### config.mk
export PLATFORM = sky130hd
export DESIGN_NAME = apb_rd_capture
export DESIGN_NICKNAME = d
export VERILOG_FILES = /design/src/rtl/apb_cap_pkg.sv /design/src/rtl/edge_rise.sv /design/src/rtl/apb_rd_master.sv /design/src/rtl/cap_ram.sv /design/src/rtl/apb_rd_capture.sv
export SDC_FILE = /design/constraint.sdc
export NUM_CORES = 1
export LEC_CHECK = 0
export BUFFER_PORTS_ARGS = -buffer_cell sky130_fd_sc_hd__buf_4
export CAP_MARGIN = 40
export CELL_PAD_IN_SITES_DETAIL_PLACEMENT = 1
export CELL_PAD_IN_SITES_GLOBAL_PLACEMENT = 1
export CORE_MARGIN = 3
export CORE_UTILIZATION = 35
export DETAILED_ROUTE_END_ITERATION = 10
export PLACE_DENSITY_LB_ADDON = 0.1
export SETUP_SLACK_MARGIN = 0.4
export SLEW_MARGIN = 20
export SYNTH_ARGS = -nofsm -noshare
export SYNTH_HDL_FRONTEND = slang
export SYNTH_SLANG_ARGS = --single-unit
### constraint.sdc
create_clock -name clk -period 16.3 [get_ports clk]
set_clock_uncertainty 0.2 [all_clocks]
set_input_delay 0.815 -clock clk [delete_from_list [all_inputs] [get_ports clk]]
set_output_delay 0.815 -clock clk [all_outputs]
set_load 0.01 [all_outputs]
### src/rtl/apb_cap_pkg.sv
package apb_cap_pkg;
  localparam int ADDR_W = 24;
  localparam int DATA_W = 32;
  localparam int SLOT_W = 5;

  typedef enum logic [1:0] {
    ST_IDLE   = 2'd0,
    ST_SETUP  = 2'd1,
    ST_ACCESS = 2'd2
  } apb_st_e;

  // rising-edge detect of a level against its previous sample
  function automatic logic rise_of(input logic cur, input logic prev);
    return cur & ~prev;
  endfunction
endpackage

### src/rtl/edge_rise.sv
module edge_rise
  import apb_cap_pkg::*;
(
  input  logic clk,
  input  logic rst_n,
  input  logic lvl_i,
  output logic pulse_o
);
  logic lvl_q;

  always_ff @(posedge clk) begin
    if (!rst_n) lvl_q <= 1'b0;
    else        lvl_q <= lvl_i;
  end

  assign pulse_o = rise_of(lvl_i, lvl_q);


  pulse_single_chk: assert property (@(posedge clk) disable iff (!rst_n)
    pulse_o |=> !pulse_o);
endmodule

### src/rtl/apb_rd_master.sv
module apb_rd_master
  import apb_cap_pkg::*;
#(
  parameter int AW = ADDR_W,
  parameter int DW = DATA_W
) (
  input  logic          clk,
  input  logic          rst_n,
  input  logic          go_i,
  input  logic [AW-1:0] addr_i,
  input  logic [DW-1:0] prdata_i,
  input  logic          pready_i,
  input  logic          pslverr_i,
  output logic [AW-1:0] paddr_o,
  output logic          psel_o,
  output logic          penable_o,
  output logic          busy_o,
  output logic          done_o,
  output logic [AW-1:0] res_addr_o,
  output logic [DW-1:0] res_data_o,
  output logic          err_o
);
  apb_st_e       st_q;
  logic [AW-1:0] paddr_q, res_addr_q;
  logic [DW-1:0] res_data_q;
  logic          err_q;
  logic          launch;

  assign launch = (st_q == ST_IDLE) && go_i;
  assign done_o = (st_q == ST_ACCESS) && pready_i;

  always_ff @(posedge clk) begin
    if (!rst_n) begin
      st_q       <= ST_IDLE;
      paddr_q    <= '0;
      res_addr_q <= '0;
      res_data_q <= '0;
      err_q      <= 1'b0;
    end else begin
      case (st_q)
        ST_IDLE: if (launch) begin
          st_q    <= ST_SETUP;
          paddr_q <= addr_i;
          err_q   <= 1'b0;
        end
        ST_SETUP: st_q <= ST_ACCESS;
        ST_ACCESS: if (done_o) begin
          st_q       <= ST_IDLE;
          res_addr_q <= paddr_q;
          res_data_q <= prdata_i;
          err_q      <= pslverr_i;
        end
        default: st_q <= ST_IDLE;
      endcase
    end
  end

  assign paddr_o    = paddr_q;
  assign psel_o     = (st_q != ST_IDLE);
  assign penable_o  = (st_q == ST_ACCESS);
  assign busy_o     = psel_o;
  assign res_addr_o = res_addr_q;
  assign res_data_o = res_data_q;
  assign err_o      = err_q;


  setup_to_access_chk: assert property (@(posedge clk) disable iff (!rst_n)
    (psel_o && !penable_o) |=> (psel_o && penable_o));

  access_wait_chk: assert property (@(posedge clk) disable iff (!rst_n)
    (penable_o && !pready_i) |=> (penable_o && $stable(paddr_o)));

  access_end_chk: assert property (@(posedge clk) disable iff (!rst_n)
    (penable_o && pready_i) |=> !psel_o);

  busy_ignore_chk: assert property (@(posedge clk) disable iff (!rst_n)
    (busy_o && go_i) |=> $stable(paddr_o));

  err_set_chk: assert property (@(posedge clk) disable iff (!rst_n)
    (done_o && pslverr_i) |=> err_o);
endmodule

### src/rtl/cap_ram.sv
module cap_ram #(
  parameter int SW = 5,
  parameter int EW = 56
) (
  input  logic          clk,
  input  logic          rst_n,
  input  logic          we_i,
  input  logic [SW-1:0] wa_i,
  input  logic [EW-1:0] wd_i,
  input  logic [SW-1:0] ra_i,
  output logic [EW-1:0] rd_o
);
  localparam int DEPTH = 1 << SW;

  logic [EW-1:0] mem [DEPTH];
  logic [EW-1:0] rd_q;

  always_ff @(posedge clk) begin
    if (we_i) mem[wa_i] <= wd_i;
    rd_q <= mem[ra_i];
  end

  assign rd_o = rd_q;


  ram_write_read_chk: assert property (@(posedge clk) disable iff (!rst_n)
    (we_i && ra_i == wa_i) ##1 (ra_i == $past(ra_i)) |=> (rd_o == $past(wd_i, 2)));
endmodule

### src/rtl/apb_rd_capture.sv
module apb_rd_capture
  import apb_cap_pkg::*;
#(
  parameter int AW = ADDR_W,
  parameter int DW = DATA_W,
  parameter int SW = SLOT_W
) (
  input  logic          clk,
  input  logic          rst_n,
  input  logic          start_i,
  input  logic          wsel_i,
  input  logic [AW-1:0] tgt_addr_i,
  input  logic          store_i,
  input  logic [SW-1:0] slot_i,
  output logic [AW-1:0] paddr_o,
  output logic          psel_o,
  output logic          penable_o,
  output logic          pwrite_o,
  input  logic [DW-1:0] prdata_i,
  input  logic          pready_i,
  input  logic          pslverr_i,
  output logic          busy_o,
  output logic          err_o,
  output logic [AW-1:0] view_addr_o,
  output logic [DW-1:0] view_data_o
);
  localparam int EW = AW + DW;

  logic          st_rise, sv_rise, go, done;
  logic [AW-1:0] res_addr;
  logic [DW-1:0] res_data;
  logic [EW-1:0] rd_entry;

  edge_rise u_start_edge (.clk(clk), .rst_n(rst_n), .lvl_i(start_i), .pulse_o(st_rise));
  edge_rise u_store_edge (.clk(clk), .rst_n(rst_n), .lvl_i(store_i), .pulse_o(sv_rise));

  assign go = st_rise && !wsel_i;

  apb_rd_master #(.AW(AW), .DW(DW)) u_master (
    .clk(clk), .rst_n(rst_n), .go_i(go), .addr_i(tgt_addr_i),
    .prdata_i(prdata_i), .pready_i(pready_i), .pslverr_i(pslverr_i),
    .paddr_o(paddr_o), .psel_o(psel_o), .penable_o(penable_o),
    .busy_o(busy_o), .done_o(done), .res_addr_o(res_addr),
    .res_data_o(res_data), .err_o(err_o)
  );

  cap_ram #(.SW(SW), .EW(EW)) u_ram (
    .clk(clk), .rst_n(rst_n), .we_i(sv_rise), .wa_i(slot_i),
    .wd_i({res_addr, res_data}), .ra_i(slot_i), .rd_o(rd_entry)
  );

  assign pwrite_o    = 1'b0;
  assign view_addr_o = rd_entry[EW-1:DW];
  assign view_data_o = rd_entry[DW-1:0];


  wsel_block_chk: assert property (@(posedge clk) disable iff (!rst_n)
    (st_rise && wsel_i && !busy_o) |=> !busy_o);

  busy_span_chk: assert property (@(posedge clk) disable iff (!rst_n)
    (busy_o && !done) |=> busy_o);
endmodule

==> results.ini <==
[clocking]
cts_buffer_count=208
cts_buffer_depth=3
tritoncts=built
worstSkewPairLatency_ps=860
clk_pin_slew_ps=60
post_cts.repair.setup_buffers=0
library_cell_used_as_clock_root_buffer=clkbuf_16
cts-htree-levels=4
numClockSinks=1933

[routing]
drt-wirelength-per-cell_microns=31.1
antenna_left=0
totalWireLength_microns=225000
drc=0
drtIter0Drc=3180
first_pass_drt_iterations=5
routed-via-count=39000
post_drt_via_cell_ratio=5.39

[final_layout]
final_stage_net_count=4438
layout.cells.non_filler=7233
layout.filler_cells=19500
flow.area_growth_from_synthesis_pct=18.7
drive_gt1_frac=0.151

[global_route]
initial_antenna_violation_count=11
grt_overflow=0
first_global_vias=40400
maximum_number_of_pins_on_one_net_before_global_route_repair=128
grt_use_total=0.209
grt_pass1_wl_microns=313000

[yosys]
syn-cell-area_sq_um=72100
netlist_top_cells_count=1792 x edfxtp_1, 896 x mux2i_1, 448 x o22ai_1
syn_avg_cell_area_sq_um=18.0
synth_enable_flop_cells=1792
yosysTopAreaCellShare=0.746
mappedNetlistNets=4067
ys.flop_type=edfxtp_1
synthesis.instances=3999
synth_seq_area_share=0.785
postSynthRegisterBits=1933
netlist-cell-type-count=31
synth_async_sr_flop_share=0
synth.area.top_cells=edfxtp_1 75%, mux2i_1 12%, dfxtp_1 3.9%, o22ai_1 3.9%, nand2_1 1.2%
ys_warn_count=0
synth.largest_area_cell=edfxtp_1
yosys.cell_count.top_type=edfxtp_1

[pwr]
power_density_nw_per_um2=122
p_total_uw=10500
ir_drop_uv=112
power_leakage_uw=0.0277

[sta]
fin_crit_ps=4900
setup_repair_after_global_routing_missed_its_margin=false
max_freq_ghz=0.204
slew_viol_final=0
timing.max_slew.rel_slack=0.202
worst-slew-pin-transition_ps=1200
hold_viol=0
timing.final.crit_share=0.301
number_of_setup_violations_in_the_final_report=0
setup_tns_ps=0

[worst_setup_path]
worstSetupStartpoint=slot_i[1]
critical_path.endpoint=u_ram.rd_o[54]
cp-end-kind=flop
critical_path.reg2reg.startpoint=u_store_edge.lvl_q
critical_path.reg2reg.endpoint=u_ram.mem[14][25]
timing.critical_path.fanout_max=127
reg2reg_setup_slack_ps=12610
reg2reg_depth=6
critical_path.startpoint_type=input port
crit_path_kind=in2reg
worstPathRequired_ps=16810
worstPathArrival_ps=5410

[die]
rows=165
die_height_microns=460
core-area_sq_um=204000
io_pins=153
die_width_microns=460
floorplan.die_area_sq_um=212000
start_util=0.354

[placed_design]
io_buffer_count=151
place_inst=6787
hpwlAfterDp_microns=125000
routabilityCongestion=0.707

[run_status]
outcome=finished, final reports clean

[run]
drv.max_cap_violation_count=0

[worst_hold_path]
timing.hold.worst.class=in2reg

-- state kept, by name, summed over array words and instances (netlist names) --
register,flops
u_master.res_data_o,32
u_store_edge.lvl_q,1
u_ram.rd_o,56
u_master.paddr_o,24
u_master.st_q,2
u_master.err_o,1
u_master.res_addr_o,24
u_start_edge.lvl_q,1
u_ram.mem,1792
-- cell families (layout without fill, tap and decap cells) --
| kind of cell | count (synthesis) | count (layout) | synth area share |
|---|---|---|---|
| other | 1 | 6 | 0.0000520 |
| flip-flops | 1933 | 1933 | 0.785 |
| multiplexers | 896 | 896 | 0.124 |
| buffers and inverters | 234 | 791 | 0.0157 |
| AO/OA/AOI/OAI | 531 | 531 | 0.0475 |
| AND/OR/NAND/NOR | 404 | 404 | 0.0272 |
-- area by class of cell --
class	instances	area, sq um	share of cell area
repair buffers	395	4270	0.0499
flip-flops and latches	1933	56600	0.662
clock inverters	91	749	0.00876
well taps	2672	3340	0.0391
diodes	5	12.5	0.000146
clock buffers	305	5880	0.0686
multi-input cells	1832	14700	0.172
-- placed cells by master, fill, tap and decap left out, drive strengths merged, types with 5 or more instances in the layout --
cell type / instances
nand4b: 5
diode: 5
clkbuf: 305
inv: 8
bufinv: 10
edfxtp: 1792
dlygate4sd3: 43
buf: 352
dfxtp: 141
clkinv: 72
nor2: 30
o22ai: 448
nand4bb: 6
mux2i: 896
nand2: 221
a21boi: 82
nor4: 113
-- worst min path at each step --
| stage | start | endpoint | slack [ps] | cells after the start |
|---|---|---|---|---|
| 4_1_cts | pslverr_i | u_master.err_o | 3 | 3 |
| 3_3_place_gp | u_master.res_data_o[10] | u_master.res_data_o[10] | 270 | 2 |
| 6_report | pslverr_i | u_master.err_o | 60 | 3 |
| 2_1_floorplan | u_master.st_q[0] | u_master.st_q[1] | 280 | 2 |
| 5_1_grt | prdata_i[20] | u_master.res_data_o[20] | 20 | 3 |
| 3_5_place_dp | u_master.res_data_o[10] | u_master.res_data_o[10] | 270 | 2 |
-- power breakdown --
part,total [uW],internal [uW],switching [uW]
combinational,430,173,257
sequential,5450,5420,32.0
clock,4600,2650,1950
-- stage by stage --
step                utilization  hold WS, ps  setup slack [ps]  instance area (sq um)
floorplan                     -          278              9930                  72100
global placement          0.377          267             10450                  76600
detailed placement        0.386          273             10430                  78500
CTS                       0.420         2.83             11340                  85500
global route              0.421         17.6             11110                  85600
finish                    0.421         56.9             11400                  85600
-- critical path: stages --
cell and delay [ps]:
buf_12 310, buf_4 600, buf_4 730, buf_12 570
buf_12 570, mux2i_1 300, o22ai_1 110, nor4_1 680
nand2_1 100
-- timing repair --
action	CTS	global route
gates resized for setup	0	0
hold buffers	43	0
hold endpoints to repair	44	0
-- per-layer routing --
| layer | vias up | GRT usage | wire (microns) |
|---|---|---|---|
| met4 | 0 | 0.0469 | 3840 |
| met2 | 878 | 0.349 | 109000 |
| met1 | 21000 | 0.292 | 103000 |
| li1 | 16800 | - | - |
| met5 | - | 0 | 0 |
| met3 | 274 | 0.0274 | 9070 |
Power figures use the tool's default switching activity.
